[src/rtl/dac_rx_pkg.sv]
package dac_rx_pkg;
    localparam int WORD_W  = 16;
    localparam int CTRL_W  = 4;
    localparam int DATA_W  = WORD_W - CTRL_W;
    localparam int N_CHAN  = 8;
    localparam int CHAN_W  = $clog2(N_CHAN);
    localparam int CNT_MAX = WORD_W + 1;
    localparam int CNT_W   = $clog2(CNT_MAX + 1);
    localparam int SYNC_W  = 3;

    localparam logic [CTRL_W-1:0] CODE_XFER = 4'b1000;
    localparam logic [CTRL_W-1:0] CODE_NOP  = 4'b1111;

    typedef enum logic [1:0] {OP_IGNORE, OP_LOAD, OP_XFER_ALL, OP_NOP} op_e;

    typedef struct packed {
        logic [CTRL_W-1:0] ctrl;
        logic [DATA_W-1:0] data;
    } word_t;

    typedef struct packed {
        logic csn;
        logic sclk;
        logic sdi;
    } pins_t;

    localparam pins_t PINS_IDLE = '{csn: 1'b1, sclk: 1'b1, sdi: 1'b0};

    function automatic op_e decode_op(input logic [CTRL_W-1:0] c);
        if (c < CTRL_W'(N_CHAN)) return OP_LOAD;
        if (c == CODE_XFER)      return OP_XFER_ALL;
        if (c == CODE_NOP)       return OP_NOP;
        return OP_IGNORE;
    endfunction
endpackage

[src/rtl/dac_rx_sync.sv]
module dac_rx_sync #(
    parameter int              W       = 3,
    parameter logic [W-1:0]    RST_VAL = '0
) (
    input  logic         clk,
    input  logic         rst,
    input  logic [W-1:0] d,
    output logic [W-1:0] q
);
    for (genvar i = 0; i < W; i++) begin : g_bit
        logic meta, stable;
        always_ff @(posedge clk) begin
            if (rst) begin
                meta   <= RST_VAL[i];
                stable <= RST_VAL[i];
            end else begin
                meta   <= d[i];
                stable <= meta;
            end
        end
        assign q[i] = stable;
    end
endmodule

[src/rtl/dac_rx_shift.sv]
module dac_rx_shift
    import dac_rx_pkg::*;
(
    input  logic             clk,
    input  logic             rst,
    input  pins_t            pin_s,
    output logic             sdo,
    output logic             frame_ok,
    output word_t            word,
    output logic [CNT_W-1:0] bit_cnt
);
    logic              csn_d, sclk_d;
    logic [WORD_W-1:0] shreg;
    logic              cs_fall, cs_rise, sclk_fall;

    assign cs_fall   = csn_d & ~pin_s.csn;
    assign cs_rise   = ~csn_d & pin_s.csn;
    assign sclk_fall = sclk_d & ~pin_s.sclk & ~pin_s.csn;

    always_ff @(posedge clk) begin
        if (rst) begin
            csn_d   <= 1'b1;
            sclk_d  <= 1'b1;
            shreg   <= '0;
            bit_cnt <= '0;
            sdo     <= 1'b0;
        end else begin
            csn_d  <= pin_s.csn;
            sclk_d <= pin_s.sclk;
            if (cs_fall)
                bit_cnt <= sclk_fall ? CNT_W'(1) : '0;
            else if (sclk_fall && bit_cnt != CNT_W'(CNT_MAX))
                bit_cnt <= bit_cnt + CNT_W'(1);
            if (sclk_fall) begin
                shreg <= {shreg[WORD_W-2:0], pin_s.sdi};
                sdo   <= shreg[WORD_W-1];
            end
        end
    end

    assign frame_ok = cs_rise && (bit_cnt == CNT_W'(WORD_W));
    assign word     = word_t'(shreg);
endmodule

[src/rtl/dac_rx_decode.sv]
module dac_rx_decode
    import dac_rx_pkg::*;
(
    input  logic              clk,
    input  logic              rst,
    input  logic              frame_ok,
    input  word_t             word,
    output logic              wr_stb,
    output logic [CHAN_W-1:0] wr_chan,
    output logic [DATA_W-1:0] wr_data,
    output logic              xfer_all
);
    op_e op;
    assign op = decode_op(word.ctrl);

    always_ff @(posedge clk) begin
        if (rst) begin
            wr_stb   <= 1'b0;
            xfer_all <= 1'b0;
            wr_chan  <= '0;
            wr_data  <= '0;
        end else begin
            wr_stb   <= frame_ok && (op == OP_LOAD);
            xfer_all <= frame_ok && (op == OP_XFER_ALL);
            if (frame_ok && op == OP_LOAD) begin
                wr_chan <= word.ctrl[CHAN_W-1:0];
                wr_data <= word.data;
            end
        end
    end
endmodule

[src/rtl/dac_cmd_rx.sv]
module dac_cmd_rx
    import dac_rx_pkg::*;
(
    input  logic              clk,
    input  logic              rst,
    input  logic              csn_i,
    input  logic              sclk_i,
    input  logic              sdi_i,
    output logic              sdo_o,
    output logic              wr_stb_o,
    output logic [CHAN_W-1:0] wr_chan_o,
    output logic [DATA_W-1:0] wr_data_o,
    output logic              xfer_all_o
);
    pins_t            pin_raw, pin_s;
    logic             frame_ok;
    word_t            word;
    logic [CNT_W-1:0] bit_cnt;
    logic             csn_s;

    assign pin_raw = '{csn: csn_i, sclk: sclk_i, sdi: sdi_i};

    dac_rx_sync #(.W(SYNC_W), .RST_VAL(PINS_IDLE)) u_sync (
        .clk(clk), .rst(rst), .d(pin_raw), .q(pin_s)
    );

    assign csn_s = pin_s.csn;

    dac_rx_shift u_shift (
        .clk(clk), .rst(rst), .pin_s(pin_s), .sdo(sdo_o),
        .frame_ok(frame_ok), .word(word), .bit_cnt(bit_cnt)
    );

    dac_rx_decode u_dec (
        .clk(clk), .rst(rst), .frame_ok(frame_ok), .word(word),
        .wr_stb(wr_stb_o), .wr_chan(wr_chan_o), .wr_data(wr_data_o),
        .xfer_all(xfer_all_o)
    );
endmodule

[config.mk]
export PLATFORM = sky130hd
export DESIGN_NAME = dac_cmd_rx
export DESIGN_NICKNAME = d
export VERILOG_FILES = /design/src/rtl/dac_rx_pkg.sv /design/src/rtl/dac_rx_sync.sv /design/src/rtl/dac_rx_shift.sv /design/src/rtl/dac_rx_decode.sv /design/src/rtl/dac_cmd_rx.sv
export SDC_FILE = /design/constraint.sdc
export NUM_CORES = 1
export LEC_CHECK = 0
export BUFFER_PORTS_ARGS = -buffer_cell sky130_fd_sc_hd__buf_2
export CAP_MARGIN = 20
export CORE_AREA = 5 5 68 86
export CTS_BUF_LIST = sky130_fd_sc_hd__clkbuf_4 sky130_fd_sc_hd__clkbuf_8
export DETAILED_ROUTE_END_ITERATION = 10
export DIE_AREA = 0 0 73 91
export PLACE_DENSITY = 0.61
export SLEW_MARGIN = 15
export SYNTH_ARGS = -nofsm -noshare
export SYNTH_HDL_FRONTEND = slang
export SYNTH_SLANG_ARGS = --single-unit
[constraint.sdc]
create_clock -name clk -period 1.4 [get_ports clk]
set_input_delay 0.21 -clock clk [delete_from_list [all_inputs] [get_ports clk]]
set_output_delay 0.21 -clock clk [all_outputs]
set_load 0.02 [all_outputs]
==> results of run 1 <==
[power by group]
group,leakage (nW),switching (mW),total (mW),internal [mW]
clock network,0.0452,0.483,0.847,0.364
registers,0.381,0.00434,1.35,1.34
logic,0.379,0.0353,0.0713,0.0360
[worst max path at each step]
| stage | end | cells past startpoint |
|---|---|---|
| 3_3_place_gp | u_dec.xfer_all | 5 |
| 5_1_grt | u_shift.bit_cnt[0] | 5 |
| 4_1_cts | u_shift.bit_cnt[2] | 3 |
| 3_5_place_dp | u_shift.bit_cnt[0] | 5 |
| 6_report | u_shift.bit_cnt[2] | 3 |
| 2_1_floorplan | u_dec.wr_chan[0] | 7 |
[flip-flops by register name (all words and copies together) (netlist names)]
name                 count
u_shift.word            16
u_dec.wr_data           12
u_shift.bit_cnt          5
u_dec.wr_chan            3
u_sync.g_bit.meta        3
u_sync.g_bit.stable      3
u_dec.wr_stb             1
u_dec.xfer_all           1
u_shift.csn_d            1
u_shift.sclk_d           1
u_shift.sdo              1
[layout by cell type (no fill, tap or decap), drive strengths merged]
cell type,synthesis,layout
a31o,1,1
a21oi,20,20
and2,1,1
ha,3,3
clkbuf,7,5
nor3b,3,3
clkinvlp,0,1
or3b,3,3
nand3,1,1
or4,1,1
nand2,34,34
nand4bb,1,1
o21ai,3,3
buf,5,35
inv,4,6
nor2,2,2
a2111oi,1,1
mux2i,16,16
or2,6,6
nand4,2,2
nor4,2,2
nor4bb,1,1
dfxtp,47,47
nor2b,2,2
nand2b,33,33
nand3b,2,2
[logic make-up after synthesis]
group | count (synthesis) | synth area share [%]
AO/OA/AOI/OAI | 25 | 7.095
multiplexers | 16 | 8.567
flip-flops | 47 | 50.33
adder cells (fa/ha/maj) | 3 | 2.008
buffers and inverters | 16 | 3.882
AND/OR/NAND/NOR | 94 | 28.11
[final cells by class]
class | count | area (um2) | share of cell area [%]
clock inverters | 3 | 25.02 | 1.098
inverters | 4 | 15.01 | 0.6586
flip-flops and latches | 47 | 945.9 | 41.49
multi-input cells | 138 | 932.1 | 40.89
clock buffers | 5 | 68.82 | 3.019
well taps | 62 | 77.57 | 3.403
repair buffers | 35 | 215.2 | 9.440
[critical path, delay by kind of cell, from the launching register on]
| family | cells | cell delay [ns] |
|---|---|---|
| flops | 1 | 0.36 |
| compound gates | 1 | 0.15 |
| simple gates | 2 | 0.86 |
[through the flow]
| stage | setup TNS, ns | total power, mW |
|---|---|---|
| 2_1_floorplan | 0 | 1.426 |
| 3_3_place_gp | -0.0005159 | 1.449 |
| 3_5_place_dp | -0.2039 | 1.450 |
| 4_1_cts | -0.06083 | 2.315 |
| 5_1_grt | -0.6356 | 2.364 |
| 6_report | -0.05755 | 2.267 |
[metal layers]
metal  routed length (um)  global-route usage [%]  vias up
met5                    0                       0        -
met4                   83                   6.769        0
met3                  122                   2.873        8
met2                 1728                   18.88       21
met1                 1510                   12.84      642
li1                     -                       -      718
[timing repair]
action                                  CTS  global route
gates resized for setup                  10            11
pin swaps                                 4             4
endpoints found under the setup margin    4            20
==> flow_summary.toml, run 1 <==
[die]
start_util_pct = 37.88
die-area_mm2 = 0.006643
die_w_um = 73
fp.dieH_um = 91
core-area_mm2 = 0.004935
rows = 29
ios = 23

[yosys]
postSynthAreaPerCell_um2 = 9.300
synthesis.nets = 209
synth_cell_type_count = 28
synth_top_cells_by_area = "dfxtp_1 (50%), nand2b_1 (11%), mux2i_1 (8.6%)"
synth_ff_type = "dfxtp_1"
netlist_top_cells_count = "dfxtp_1 (47), nand2_1 (34), nand2b_1 (33), a21oi_1 (20), mux2i_1 (16)"
synth_top_area_share_pct = 50.33
yosysMostFrequentCell = "dfxtp_1"
ys_async_sr_fraction_pct = 0
ys_warn_count = 0
synth_cells = 201
seq_area_frac_synth_pct = 50.33
synth-seq-cells = 47
synth_largest_area_cell = "dfxtp_1"
synth-edff-count = 0
synth_area_mm2 = 0.001869

[pwr]
ir_worst_vdd_uv = 573.3
power_density_mw_per_mm2 = 994.6
power.leakage_nw = 0.8049

[critical_path]
r2r_cells = 3
required_ns = 1.63
rrSetupSlack_ns = -0.04
cp_cell_sequence = "or3b_4, or4_4, a21oi_2"
worstSetupPathType = "register to register"
critical-path-slowest-cell = "or4_4"
crit_path_start = "u_sync.g_bit[1].stable"
reg2reg_to = "u_shift.bit_cnt[2]"
r2r_start = "u_sync.g_bit[1].stable"
worstSetupEndpointType = "register"
startpoint_type = "register"
max_stage_delay_ns = 0.49
critPathArrivalTime_ns = 1.67
cp_max_fo = 3

[drt]
wire_per_inst_um = 11.72
via_per_inst = 4.724
drt-initial-drc-count = 57
drt_first_pass_iters = 4
dr_total_vias = 1389
totalWireLength_mm = 3.445
route.detailed.drc = 0
detail-route-antenna-nets = 0

[clock_network]
cts_buffer_depth = 2
clk-insertion-delay-late_ns = 0.30
cts-root-buf = "clkbuf_8"
cts_htree_levels = 2
cts_setup_buffers = 0
clock_sink_count = 47
clkTransAtPathRegs_ns = 0.09
cts_hold_buf = 0
cts_tree = "done"
cts_inserted_buffers = 5

[layout]
final_util_pct = 46.20
areaGrowthSynthToFinish_pct = 21.95
final_area_mm2 = 0.002280
instances_no_fill = 294
diodes = 0
drive_gt1_share_pct = 28.45
nFillCells = 511
fin_nets = 239

[placed_design]
placed_cell_area_mm2 = 0.002102
place.detailed.hpwl_mm = 2.341
dpl_worst_slack_ns = -0.1197
portBuffers = 22
gp_congestion = 0.7551
placedCellCount = 286

[timing]
rsz0062_at_grt = "true"
clock-skew-final_ns = 0.01207
holdWs_ns = 0.09038
slew_viol_final = 0
worstMarginPinSlew_ns = 0.3398
min_period_over_period_pct = 102.8
relSlewSlack_pct = 77.29
period_needed_ns = 1.439
fmax_ghz = 0.6951
setup_viol = 2
final-hold-violation-count = 0
setup_ws_ns = -0.03857

[worst_hold_path]
whs_endpoint = "u_sync.g_bit[2].meta"
min_path_type = "primary input to register"
worstHoldStart = "csn_i"
hold_path_depth = 2

[grt]
grt_max_degree = 37
grt.total_usage_pct = 11.39
grt.overflow.total = 0
grt_pass1_wl_mm = 5.996
antenna_found_initial = 0
grt_pass1_vias = 1389

[run_status]
outcome = "finished with violations"
violations = "setup timing"

[flow_run]
maxCapViolations = 0
Power figures use the tool's default switching activity.
==> run 2: changes to the inputs <==
--- a/config.mk
+++ b/config.mk
@@ -12,6 +12,7 @@
 export DETAILED_ROUTE_END_ITERATION = 10
 export DIE_AREA = 0 0 73 91
 export PLACE_DENSITY = 0.61
+export SKIP_CTS_REPAIR_TIMING = 1
 export SLEW_MARGIN = 15
 export SYNTH_ARGS = -nofsm -noshare
 export SYNTH_HDL_FRONTEND = slang
==> run 2 against run 1 <==
  * The flow still finishes with violations (setup timing)
  * Combinational power is 0.6% higher
  * Sequential share of layout area hardly changed
  * Die area stayed put
  * Setup slack better by 0.016 ns
  * Core utilization is 0.10 points higher
  * Sequential cell count stayed put
  * Final cell count stayed put
  * Register-to-register slack better by 0.02 ns
  * Worst hold slack hardly changed
  * Clock skew is 0.0015 ns lower
  * Critical endpoint unchanged
  * Largest cell class unchanged
==> flow_summary.toml, run 2 (synthesis gave the netlist of run 1 again) <==
[timing]
setup_ws_ns = -0.02261
setup_viol = 1
worstMarginPinSlew_ns = 0.3373
slew_viol_final = 0
holdWs_ns = 0.09015
rsz0062_at_grt = "true"
clock-skew-final_ns = 0.01059
final-hold-violation-count = 0
min_period_over_period_pct = 101.6
finalSetupTns_ns = -0.02261
fmax_ghz = 0.7029
period_needed_ns = 1.423
relSlewSlack_pct = 77.46

[pwr]
power_mw = 2.271
power_density_mw_per_mm2 = 993.8
power.leakage_nw = 0.8072
ir_worst_vdd_uv = 572.9

[layout]
regArea_um2 = 947.2
instances_no_fill = 294
drive_gt1_share_pct = 28.88
final_cell_mix = "dfxtp_1 (44), nand2_1 (34), nand2b_1 (33)"
final_area_mm2 = 0.002285
final_util_pct = 46.30
fin_nets = 239
diodes = 0
largest_reg_flops = 16
layout_commonest_cell = "dfxtp_1"
nFillCells = 508
areaGrowthSynthToFinish_pct = 22.22
multi_input_area_um2 = 932.1

[grt]
top_usage_layer = "met2"
grt_pass1_vias = 1379
grtUsageMet1_pct = 12.70
grt.overflow.total = 0
grt.total_usage_pct = 11.33
use_met2_pct = 19.25
grt_max_degree = 37
antenna_found_initial = 0
grt_pass1_wl_mm = 5.954
grtUsageMet3_pct = 2.762

[worst_hold_path]
min_path_type = "primary input to register"

[run_status]
outcome = "finished with violations"
violations = "setup timing"

[placed_design]
placed_cell_area_mm2 = 0.002102
place.detailed.hpwl_mm = 2.341
gp_congestion = 0.7551
placedCellCount = 286
dpl_worst_slack_ns = -0.1197
portBuffers = 22

[critical_path]
critPathArrivalTime_ns = 1.66
cp_max_fo = 3
cp.buffers_inverters = 0
worstSetupPathType = "register to register"
cp_cell_sequence = "or3b_4, or4_4, a21oi_2"
worstSetupEndpointType = "register"
rrSetupSlack_ns = -0.02
critical_path.top_delay_family = "simple AND/OR/NAND/NOR gates"
max_stage_delay_ns = 0.49
critical-path-slowest-cell = "or4_4"
required_ns = 1.63
startpoint_type = "register"

[clock_network]
clk-insertion-delay-late_ns = 0.30
cts-root-buf = "clkbuf_8"
clkTransAtPathRegs_ns = 0.09
cts_htree_levels = 2
clock_sink_count = 47
cts_tree = "done"
cts_buffer_depth = 2
cts_inserted_buffers = 5

[drt]
totalWireLength_mm = 3.472
detail-route-antenna-nets = 0
wire_per_inst_um = 11.81
drt-initial-drc-count = 53
drt_first_pass_iters = 4
route.detailed.drc = 0
via_per_inst = 4.728
dr_total_vias = 1390

[die]
rows = 29
die-area_mm2 = 0.006643
core-area_mm2 = 0.004935
start_util_pct = 37.88
fp.dieH_um = 91
ios = 23
die_w_um = 73

[flow_run]
maxCapViolations = 0
[run 2: cell count changes in the layout (fill, tap and decap cells not counted)]
| cell | before | now |
|---|---|---|
| buf_4 | 11 | 10 |
| buf_6 | 2 | 3 |
| dfxtp_1 | 45 | 44 |
| dfxtp_2 | 1 | 2 |
[run 2: per-layer routing]
layer,up-vias,share of wire [%]
met2,17,50
met3,6,3.4
met1,649,44
met5,-,0
li1,718,-
met4,0,2.0
[run 2: final timing paths]
path,depth (start not counted),to,startpoint
worst max-delay path,3,u_shift.bit_cnt[2],u_sync.g_bit[1].stable
worst min-delay path,2,u_sync.g_bit[2].meta,csn_i
worst max register to register,3,u_shift.bit_cnt[2],u_sync.g_bit[1].stable
worst min register to register,1,u_sync.g_bit[2].stable,u_sync.g_bit[2].meta
[run 2: area by class of cell]
| type | count | area share (%) |
|---|---|---|
| clock buffers | 5 | 3.012 |
| clock inverters | 3 | 1.095 |
| inverters | 4 | 0.6572 |
| multi-input cells | 138 | 40.80 |
| flip-flops and latches | 47 | 41.46 |
| well taps | 62 | 3.395 |
| repair buffers | 35 | 9.584 |
[run 2: power by group]
part	switching [mW]	internal, mW	leakage, nW	total, mW
logic	0.0355	0.0362	0.381	0.0717
clock network	0.486	0.364	0.0452	0.850
registers	0.00433	1.34	0.381	1.35
total	0.525	1.75	0.807	2.27
==> run 3: changes to the inputs <==
--- a/config.mk
+++ b/config.mk
@@ -7,13 +7,14 @@
 export LEC_CHECK = 0
 export BUFFER_PORTS_ARGS = -buffer_cell sky130_fd_sc_hd__buf_2
 export CAP_MARGIN = 20
-export CORE_AREA = 5 5 68 86
+export CORE_AREA = 2 2 67 84
 export CTS_BUF_LIST = sky130_fd_sc_hd__clkbuf_4 sky130_fd_sc_hd__clkbuf_8
 export DETAILED_ROUTE_END_ITERATION = 10
-export DIE_AREA = 0 0 73 91
+export DIE_AREA = 0 0 69 86
 export PLACE_DENSITY = 0.61
 export SKIP_CTS_REPAIR_TIMING = 1
 export SLEW_MARGIN = 15
 export SYNTH_ARGS = -nofsm -noshare
 export SYNTH_HDL_FRONTEND = slang
+export SYNTH_HIERARCHICAL = 1
 export SYNTH_SLANG_ARGS = --single-unit
==> run 3 against run 2 <==
  * Cell area increased by 4.4%
  * Global-route usage is 0.72 points higher
  * Clock power up 16%
  * The flow now finishes without violations
  * Fmax is 1.7% higher
  * Setup slack gained 0.024 ns
  * Sequential cell count unchanged
  * Final cell count rose by 1.4%
  * Routed wire length is 0.81% higher
  * Sequential power is essentially flat
  * Highest routed layer unchanged
  * Core utilization grew 0.65 points
  * Synthesized cell count increased by 1.0%
==> flow_summary.toml, run 3 <==
[yosys]
synth_cell_type_count = 31
netlist_top_cells_count = "dfxtp_1 (47), nand2_1 (35), a21oi_1 (19), nand2b_1 (18), nand4bb_1 (17)"
synth_ff_type = "dfxtp_1"
synth_top_area_share_pct = 48.45
seq_area_frac_synth_pct = 48.45
ys_warn_count = 6
synth-edff-count = 0
yosysMostFrequentCell = "dfxtp_1"
synth_cells = 203
synthesis.nets = 211
synth-seq-cells = 47
ys_async_sr_fraction_pct = 0
postSynthAreaPerCell_um2 = 9.566
synth_largest_area_cell = "dfxtp_1"
synth_top_cells_by_area = "dfxtp_1 (48%), nand4bb_1 (9.9%), nand2_1 (6.8%)"
synth_area_mm2 = 0.001942

[drt]
dr_total_vias = 1449
drt_first_pass_iters = 4
drt-initial-drc-count = 65
route.detailed.drc = 0
totalWireLength_mm = 3.500
wire_per_inst_um = 11.74
detail-route-antenna-nets = 0
via_per_inst = 4.862

[timing]
period_needed_ns = 1.399
relSlewSlack_pct = 79.26
setup_ws_ns = 0.001235
rsz0062_at_grt = "true"
clock-skew-final_ns = 0.007848
finalSetupTns_ns = 0
worstMarginPinSlew_ns = 0.3032
setup_viol = 0
min_period_over_period_pct = 99.91
final-hold-violation-count = 0
slew_viol_final = 0
fmax_ghz = 0.7149

[clock_network]
cts_inserted_buffers = 5
clkTransAtPathRegs_ns = 0.09
clk-insertion-delay-late_ns = 0.29
cts-root-buf = "clkbuf_8"
cts_htree_levels = 2
cts_tree = "done"
cts_buffer_depth = 2
clock_sink_count = 47

[run_status]
outcome = "completed"

[grt]
grt_max_degree = 35
grt.total_usage_pct = 12.04
antenna_found_initial = 0
grt_pass1_vias = 1319
grt.overflow.total = 0
grt_pass1_wl_mm = 5.809

[placed_design]
place.detailed.hpwl_mm = 2.275
gp_congestion = 0.7415
placedCellCount = 285
dpl_worst_slack_ns = -0.05600
portBuffers = 22

[critical_path]
cp_max_fo = 3
critPathArrivalTime_ns = 1.63
endpoint = "u_shift/bit_cnt[2]"
worstSetupEndpointType = "register"
r2r_cells = 5
startpoint_type = "register"
crit_path_start = "u_shift/bit_cnt[1]"
required_ns = 1.63
reg2reg_to = "u_shift/bit_cnt[2]"
rrSetupSlack_ns = 0.001
r2r_start = "u_shift/bit_cnt[1]"
worstSetupPathType = "register to register"

[layout]
instances_no_fill = 298
final_cell_mix = "dfxtp_1 (43), nand2_1 (34), buf_2 (22)"
areaGrowthSynthToFinish_pct = 22.81
layout_commonest_cell = "dfxtp_1"
diodes = 0
drive_gt1_share_pct = 32.20
fin_nets = 243
largest_reg_flops = 16

[die]
start_util_pct = 38.23
die-area_mm2 = 0.005934
die_w_um = 69
rows = 29
fp.dieH_um = 86
ios = 23
core-area_mm2 = 0.005080

[flow_run]
maxCapViolations = 0

[pwr]
power_density_mw_per_mm2 = 1012
power.leakage_nw = 0.8864
ir_worst_vdd_uv = 682.8
power_mw = 2.414

[worst_hold_path]
min_path_type = "primary input to register"
[run 3: cell count changes after synthesis, sizes merged, moves of 2 or more]
cell and delta:
nand2b -15, nor3b -2, nand4bb +16, o21ai +15
buf +2, mux2i -14
[run 3: how the worst min path moves through the flow]
stage                               from                      to  slack, ns  depth (start not counted)
floorplan                            rst    u_sync/g_bit[0].meta       0.28                          1
global placement                   csn_i    u_sync/g_bit[2].meta       0.39                          2
detailed placement  u_sync/g_bit[1].meta  u_sync/g_bit[1].stable       0.39                          1
CTS                               sclk_i    u_sync/g_bit[1].meta       0.08                          2
global route                      sclk_i    u_sync/g_bit[1].meta       0.09                          2
finish                             csn_i    u_sync/g_bit[2].meta       0.09                          2
[run 3: worst max-delay path, cell delays in order, from the launching register on]
cell      delay, ns
dfxtp_2        0.34
inv_2          0.05
ha_1           0.19
nor4bb_4       0.16
or4_1          0.48
a21oi_2        0.12
[run 3: cell families after synthesis]
group	count (synthesis)	synth area share [%]
AO/OA/AOI/OAI	38	11.92
adder cells (fa/ha/maj)	3	1.933
buffers and inverters	18	5.154
flip-flops	47	48.45
multiplexers	2	1.031
AND/OR/NAND/NOR	95	31.51
[run 3: where the power goes]
part | internal [mW] | switching, mW
clock | 0.532 | 0.455
sequential | 1.35 | 0.00634
combinational | 0.0397 | 0.0354
[run 3: cell type report]
| cell class | count | area, um2 |
|---|---|---|
| repair buffers | 40 | 274.0 |
| flip-flops and latches | 47 | 945.9 |
| fillers | 487 | 2695 |
| multi-input cells | 138 | 960.9 |
| inverters | 3 | 13.76 |
| clock inverters | 3 | 43.79 |
| well taps | 62 | 77.57 |
| clock buffers | 5 | 68.82 |
[run 3: metrics by stage]
step | hold slack, ns | util, % | cell area, um2
after floorplan | 0.2816 | - | 1974
after global placement | 0.3860 | 42.98 | 2183
after detailed placement | 0.3871 | 42.98 | 2183
after CTS | 0.07745 | 45.20 | 2296
after global routing | 0.08681 | 46.95 | 2385
final | 0.09066 | 46.95 | 2385
[run 3: metal layers]
| metal | routed length (um) | track usage, % | up-vias |
|---|---|---|---|
| li1 | - | - | 756 |
| met1 | 1673 | 14.07 | 661 |
| met2 | 1667 | 20.45 | 30 |
| met3 | 130 | 3.525 | 2 |
| met4 | 29 | 5.348 | 0 |
| met5 | 0 | 0 | - |
